File: config.mk
export PLATFORM = sky130hd
export DESIGN_NAME = unlock_seq_detector
export DESIGN_NICKNAME = d
export VERILOG_FILES = /design/src/rtl/unlock_seq_pkg.sv /design/src/rtl/unlock_addr_match.sv /design/src/rtl/unlock_seq_fsm.sv /design/src/rtl/unlock_cmd_pulse.sv /design/src/rtl/unlock_seq_detector.sv
export SDC_FILE = /design/constraint.sdc
export NUM_CORES = 1
export LEC_CHECK = 0
export ABC_AREA = 1
export BUFFER_PORTS_ARGS = -buffer_cell sky130_fd_sc_hd__buf_4
export CAP_MARGIN = 20
export CORE_AREA = 2 2 39 41
export DETAILED_ROUTE_END_ITERATION = 8
export DIE_AREA = 0 0 41 43
export GPL_ROUTABILITY_DRIVEN = 0
export PLACE_DENSITY = 0.69
export REMOVE_ABC_BUFFERS = 1
export SLEW_MARGIN = 30
export SYNTH_ARGS = -nofsm -noshare
export SYNTH_HDL_FRONTEND = slang
export SYNTH_SLANG_ARGS = --single-unit
export TNS_END_PERCENT = 50
File: constraint.sdc
create_clock -name clk -period 1.6 [get_ports clk]
set_input_delay 0.32 -clock clk [delete_from_list [all_inputs] [get_ports clk]]
set_output_delay 0.32 -clock clk [all_outputs]
set_load 0.02 [all_outputs]
File: src/rtl/unlock_seq_pkg.sv
// Package: shared widths and the fixed unlock address pattern.
// Assumes a 13-bit byte address space; the pattern is computed by a function.
package unlock_seq_pkg;
    localparam int ADDR_W     = 13;
    localparam int PREFIX_LEN = 5;
    localparam int STEP_W     = $clog2(PREFIX_LEN + 1);

    localparam logic [ADDR_W-1:0] SAVE_ADDR   = 13'h0F0F;
    localparam logic [ADDR_W-1:0] RELOAD_ADDR = 13'h0F0E;

    typedef logic [STEP_W-1:0] step_t;

    typedef enum logic [1:0] {
        CMD_NONE   = 2'b00,
        CMD_SAVE   = 2'b01,
        CMD_RELOAD = 2'b10
    } cmd_e;

    // Expected address for prefix position idx (0 = first read).
    function automatic logic [ADDR_W-1:0] prefix_addr(input int idx);
        case (idx)
            0:       prefix_addr = 13'h0000;
            1:       prefix_addr = 13'h1555;
            2:       prefix_addr = 13'h0AAA;
            3:       prefix_addr = 13'h1FFF;
            4:       prefix_addr = 13'h10F0;
            default: prefix_addr = '1;
        endcase
    endfunction
endpackage

File: src/rtl/unlock_addr_match.sv
// Module: compares one access address against every prefix position and
// against both closing addresses. Purely combinational; assumes the
// address is stable for the cycle the strobe is high.
module unlock_addr_match
    import unlock_seq_pkg::*;
(
    input  logic [ADDR_W-1:0]     addr,
    output logic [PREFIX_LEN-1:0] prefix_hit,
    output logic                  is_save,
    output logic                  is_reload,
    output logic                  is_start
);
    // One comparator per prefix position.
    for (genvar g = 0; g < PREFIX_LEN; g++) begin : g_cmp
        assign prefix_hit[g] = (addr == prefix_addr(g));
    end

    // Closing-address and restart decodes.
    assign is_save   = (addr == SAVE_ADDR);
    assign is_reload = (addr == RELOAD_ADDR);
    assign is_start  = prefix_hit[0];
endmodule

File: src/rtl/unlock_seq_fsm.sv
// Module: tracks progress through the unlock pattern and decides when a
// command fires. The step register counts matched prefix reads; the value
// PREFIX_LEN means the detector is waiting for the closing read.
// Assumes at most one access strobe per cycle.
module unlock_seq_fsm
    import unlock_seq_pkg::*;
(
    input  logic                  clk,
    input  logic                  rst_n,
    input  logic                  acc_valid,
    input  logic                  acc_write,
    input  logic                  array_busy,
    input  logic [PREFIX_LEN-1:0] prefix_hit,
    input  logic                  is_save,
    input  logic                  is_reload,
    input  logic                  is_start,
    output cmd_e                  cmd_fire
);
    localparam step_t LAST_STEP = step_t'(PREFIX_LEN);

    step_t step_q, step_d;
    logic  take, take_rd, take_wr, exp_hit;

    // Qualify the strobe with the busy gate.
    assign take    = acc_valid && !array_busy;
    assign take_rd = take && !acc_write;
    assign take_wr = take && acc_write;

    // Select the comparator for the current position.
    always_comb begin
        exp_hit = 1'b0;
        for (int i = 0; i < PREFIX_LEN; i++) begin
            if (step_q == step_t'(i)) exp_hit = prefix_hit[i];
        end
    end

    // Next-step and command decision.
    always_comb begin
        step_d   = step_q;
        cmd_fire = CMD_NONE;
        if (take_wr) begin
            step_d = '0;
        end else if (take_rd) begin
            if (step_q != LAST_STEP && exp_hit) begin
                step_d = step_q + step_t'(1);
            end else if (step_q == LAST_STEP && is_save) begin
                step_d   = '0;
                cmd_fire = CMD_SAVE;
            end else if (step_q == LAST_STEP && is_reload) begin
                step_d   = '0;
                cmd_fire = CMD_RELOAD;
            end else begin
                step_d = is_start ? step_t'(1) : '0;
            end
        end
    end

    // Step register with synchronous reset.
    always_ff @(posedge clk) begin
        if (!rst_n) step_q <= '0;
        else        step_q <= step_d;
    end
endmodule

File: src/rtl/unlock_cmd_pulse.sv
// Module: registers the command decision into two one-cycle pulses.
// Assumes the decision input is high for a single cycle per command.
module unlock_cmd_pulse
    import unlock_seq_pkg::*;
(
    input  logic clk,
    input  logic rst_n,
    input  cmd_e cmd_fire,
    output logic save_pulse,
    output logic reload_pulse
);
    // Output registers, cleared on reset.
    always_ff @(posedge clk) begin
        if (!rst_n) begin
            save_pulse   <= 1'b0;
            reload_pulse <= 1'b0;
        end else begin
            save_pulse   <= (cmd_fire == CMD_SAVE);
            reload_pulse <= (cmd_fire == CMD_RELOAD);
        end
    end
endmodule

File: src/rtl/unlock_seq_detector.sv
// Top: detects the six-read unlock pattern on the access stream and emits
// save or reload command pulses. Assumes access strobes are already
// synchronous to clk and that array_busy is driven by the command consumer.
module unlock_seq_detector
    import unlock_seq_pkg::*;
(
    input  logic              clk,
    input  logic              rst_n,
    input  logic              acc_valid,
    input  logic              acc_write,
    input  logic [ADDR_W-1:0] acc_addr,
    input  logic              array_busy,
    output logic              save_pulse,
    output logic              reload_pulse
);
    logic [PREFIX_LEN-1:0] prefix_hit;
    logic                  is_save, is_reload, is_start;
    cmd_e                  cmd_fire;

    unlock_addr_match u_match (
        .addr       (acc_addr),
        .prefix_hit (prefix_hit),
        .is_save    (is_save),
        .is_reload  (is_reload),
        .is_start   (is_start)
    );

    unlock_seq_fsm u_fsm (
        .clk        (clk),
        .rst_n      (rst_n),
        .acc_valid  (acc_valid),
        .acc_write  (acc_write),
        .array_busy (array_busy),
        .prefix_hit (prefix_hit),
        .is_save    (is_save),
        .is_reload  (is_reload),
        .is_start   (is_start),
        .cmd_fire   (cmd_fire)
    );

    unlock_cmd_pulse u_pulse (
        .clk          (clk),
        .rst_n        (rst_n),
        .cmd_fire     (cmd_fire),
        .save_pulse   (save_pulse),
        .reload_pulse (reload_pulse)
    );
endmodule

======== Word-level counts from Yosys, hierarchy flattened ========
Cells that the tools add are included.
W data, S select, Z words.
operators by class
  reduce and logical (&&, ||, !) cells .... 11
  bitwise logic cells ..................... 1
  $add $sub $neg .......................... 1
  multiplexer cells ....................... 14
  eq/ne operators ......................... 14
operator list
  operator                number
  $eq A13 B12 Y1 const B  3
  $eq A13 B13 Y1 const B  3
  $logic_not A13 Y1       1
  $mux W2                 5
  $mux W3                 3
  $eq A3 B2 Y1 const B    2
  $eq A3 B3 Y1 const B    2
  $logic_and A1 B1 Y1     6
  $mux W1                 6
  $add A3 B1 Y3 const B   1
  $eq A3 B1 Y1 const B    1
  $logic_not A3 Y1        1
  $ne A3 B3 Y1 const B    1
  $eq A2 B1 Y1 const B    1
  $eq A2 B2 Y1 const B    1
  $logic_not A1 Y1        2
  $reduce_or A2 Y1        1
  $not A1 Y1              1
word-level totals
  register bits after elaboration ......... 5
  output and inout bits ................... 2

======== Logic depth before layout (Yosys ltp) ========
  depth in word-level cells ............... 11
  depth in mapped cells ................... 14
  depth with buffers taken out ............ 14

======== Modules after synthesis ========
From an unflattened synthesis, not the netlist that was laid out.
unflattened totals
  cells, all modules ...................... 113
  area total of the unflattened synthesis .. 606.8 µm²
modules (own cells, without submodules)
  module             area each (µm²)  cells an instance  instances  seq. area each (µm²)
  unlock_seq_fsm     337.8            55                 1          60.1
  unlock_addr_match  214.0            52                 1          0.0
  unlock_cmd_pulse   55.1             6                  1          40.0

======== Least setup slack after synthesis ========
No wires, ideal clock.
  path type ............................... reg2reg
  start ................................... register u_fsm.step_q[1]
  end ..................................... register u_fsm.step_q[0]
  setup slack ............................. 0.154 ns
  data required time ...................... 1.485 ns
  setup time .............................. 0.115 ns
  data arrival time ....................... 1.330 ns
  clock period less this slack ............ 1.446 ns
  cell stages (with the launch flop) ...... 13
  cells stage by stage .................... dfxtp_1 -> inv_1 -> ha_1 -> nor3b_1 -> nand3_1 -> nand2_1 -> nand2_1 -> nand2_1 -> nand2_1 -> nand2_2 -> a21oi_1 -> nor2_1 -> nor2_1
between the ends
  cells in the longest elaborated chain, start to end .. 8
  elaborated cells between the ends (all ways) .. 18
  those cells by class .................... eq/ne: 6; mux: 8; reduce/logical: 4
RTL lines
  what                    RTL line              source
  from (decl)             unlock_seq_fsm.sv:21  step_t step_q, step_d;
  from (signal assigned)  unlock_seq_fsm.sv:61  else step_q <= step_d;
  $logic_not A3 Y1        unlock_seq_fsm.sv:33  if (step_q == step_t'(i)) exp_hit = prefix_hit[i];
  $mux W1 (5 in a row)    unlock_seq_fsm.sv:33
  $logic_and A1 B1 Y1     unlock_seq_fsm.sv:44  if (step_q != LAST_STEP && exp_hit) begin
  $mux W3 *               unlock_seq_fsm.sv:44
Every way passes the cells marked *; elsewhere a longest branch is shown, timed or not.
A chain may end at the register's enable or synchronous reset.

======== Worst setup path after layout ========
  start ................................... register u_fsm.step_q[0]
  end ..................................... register u_fsm.step_q[0]
The elaborated chain is that of the path after synthesis.

==> impl_metrics.tcl <==
set metrics [dict create \
    diodes 0 \
    synth_top_family_by_area "simple AND/OR/NAND/NOR gates" \
    syn_area_um2 554 \
    grtUsageMet1_pct 15.9 \
    synth_cells 93 \
    postCtsHoldBufs 0 \
    cts_root_buffer "clkbuf_4" \
    placed_cell_area_um2 724 \
    start_kind "register" \
    cts.sinks 5 \
    coreArea_mm2 0.00138 \
    slew_violations 0 \
    grt_overflow 0 \
    setup_ws_ns 0.109 \
    crit_arrival_ns 1.63 \
    antenna_found_initial 0 \
    clockBufferDepth 2 \
    cts_max_level 1 \
    synth_flop_cell "dfxtp_1" \
    start_util_pct 40.1 \
    synthXorXnorAreaFrac_pct 0 \
    critPathKind "reg2reg" \
    synth_top_area_share_pct 18.1 \
    synth_common_cells "23 x nand2_1, 16 x nor2_1, 11 x inv_1" \
    cts_buffers 3 \
    yosys-top-cells-area "dfxtp_1 18%, nand2_1 16%, ha_1 11%, nor2_1 11%, inv_1 7.4%" \
    hold_viol 0 \
    design_area_um2 817 \
    hold_depth 3 \
    drt-vias-per-instance 5.13 \
    synthSimpleGateAreaFrac_pct 54.4 \
    wire_per_inst_um 11.0 \
    fmax_mhz 670 \
    relSlewSlack_pct 77.5 \
    async_reset_ff_share_pct 0 \
    pre_cts_slack_ns 0.0154 \
    synth-seq-area-share_pct 18.1 \
    maxCapViolCount 0 \
    layout.nets 142 \
    insertion_delay_ns 0.25 \
    die-area_mm2 0.00176 \
    yosysTopAreaCell "dfxtp_1" \
    worst_hold_path_type "in2reg" \
    track_usage_pct 17.2 \
    critPathSlowestCell "dfxtp_4" \
    end_kind "register" \
    fill_cells 146 \
    busiest_layer "met2" \
    cts.clk_slew.worst_paths_ns 0.05 \
    setup_viol 0 \
    cp.required_ns 1.74 \
    worst_pin_slew_ns 0.335 \
    finalNonFillerCells 134 \
    row_count 14 \
    muxShareOfSynthArea_pct 0 \
    yosys.area_share.adder_pct 11.3 \
    vdd_drop_max_uv 336 \
    dp.cells 129 \
    cpMostUsedCell "ha_1" \
    timing.hold.ws_ns 0.374 \
    yosysMostFrequentCell "nand2_1" \
    area_growth_pct 47.4 \
    power_uw 367 \
    synth_edf_count 0 \
    met2_usage_pct 31.6 \
    cellPowerDensity_mw_per_mm2 449 \
    first_pass_iters 4 \
    grt_start_max_net_pins 6 \
    period_share_pct 93.2 \
    synth-compound-area-share_pct 8.13 \
    ys_types 19 \
    path_max_fanout 4 \
    finalWorstPathRequiredPeriod_ns 1.49 \
    drtIter0Drc 15 \
    avgSynthCellArea_um2 5.96 \
    layout-drive-gt1-share_pct 39.0 \
    synth-seq-cells 5 \
    num_io_pins 20 \
    die_h_um 43 \
    reg2reg_depth 8 \
    cts_tree "done" \
    vias 688 \
    leakage_uw 0.000360 \
    clock-skew-final_ns 0.00663 \
    port_buffers 19 \
    die_w_um 41 \
    slowest_delay_ns 0.36 \
    wl_mm 1.48 \
    dpl.hpwl_mm 1.10 \
    drc 0 \
    ys_warn_count 0 \
    worstPathCellList "ha_1, ha_1, a41oi_2, nand2_2, nand3_2, nand2_1, nor2_2, nor2_1" \
    grt_pass1_wl_mm 2.09 \
    status "finished, final reports clean" \
    drtAntennaViolNets 0 \
    grt_use_met3_pct 6.28 \
    grt_pass1_vias 583 \
]
-- layout by cell type, fill, tap and decap left out, drive strengths merged --
cell     n
nand2   26
nor2    22
buf     21
inv     12
nand3    8
a21oi    5
ha       5
dfxtp    5
clkbuf   4
nand4    3
nor3     2
nor4     2
nor3b    1
a41oi    1
o21bai   1
-- metrics by stage --
step	setup TNS, ns	util, %
after floorplan	0	-
after global placement	0	52.4
after detailed placement	0	52.4
after CTS	0	54.2
after global routing	-0.0508	59.0
final	0	59.0
-- kinds of logic after synthesis --
| kind of cell | after synthesis |
|---|---|
| compound gates | 7 |
| fa+ha+maj | 5 |
| buf+inv | 12 |
| simple gates | 64 |
| flops | 5 |
-- power by group --
part	switching, uW	leakage (uW)	internal [uW]
clock	52.5	0.0000150	94.4
sequential	2.11	0.0000416	125
combinational	45.1	0.000303	47.7
-- cell type report --
type | instances | area (um2) | share of cell area (%)
flip-flops and latches | 5 | 105 | 12.9
well taps | 16 | 20.0 | 2.45
clock buffers | 4 | 26.3 | 3.22
inverters | 12 | 47.5 | 5.82
multi-input cells | 76 | 460 | 56.4
repair buffers | 21 | 158 | 19.3
-- sequential cells by signal (all words and copies together) (netlist names) --
name,count
u_fsm.step_q,3
u_pulse.reload_pulse,1
u_pulse.save_pulse,1
-- timing repair --
| item | 4_1_cts | 5_1_grt |
|---|---|---|
| gates resized for setup | 0 | 15 |
| endpoints found under the setup margin | 0 | 3 |
| setup buffers | 0 | 1 |
-- worst max-delay path, delay by kind of cell (launching register included) --
kind | cells | cell delay [ns]
fa+ha+maj | 2 | 0.42
simple gates | 5 | 0.39
flops | 1 | 0.36
compound gates | 1 | 0.22
-- routing by layer --
metal | wire length, um | share of wire (%)
met1 | 561 | 38
met2 | 803 | 54
met5 | 0 | 0
met3 | 108 | 7.3
met4 | 4 | 0.27
-- path summary, 6_finish.rpt --
path         slack (ns)                         start                           end
max                0.11  u_fsm.step_q[0]$_SDFFE_PP0P_  u_fsm.step_q[0]$_SDFFE_PP0P_
max reg2reg        0.11  u_fsm.step_q[0]$_SDFFE_PP0P_  u_fsm.step_q[0]$_SDFFE_PP0P_
min                0.37                         rst_n  u_fsm.step_q[1]$_SDFFE_PP0P_
min reg2reg        0.50  u_fsm.step_q[1]$_SDFFE_PP0P_  u_fsm.step_q[1]$_SDFFE_PP0P_
Power figures use the tool's default switching activity.
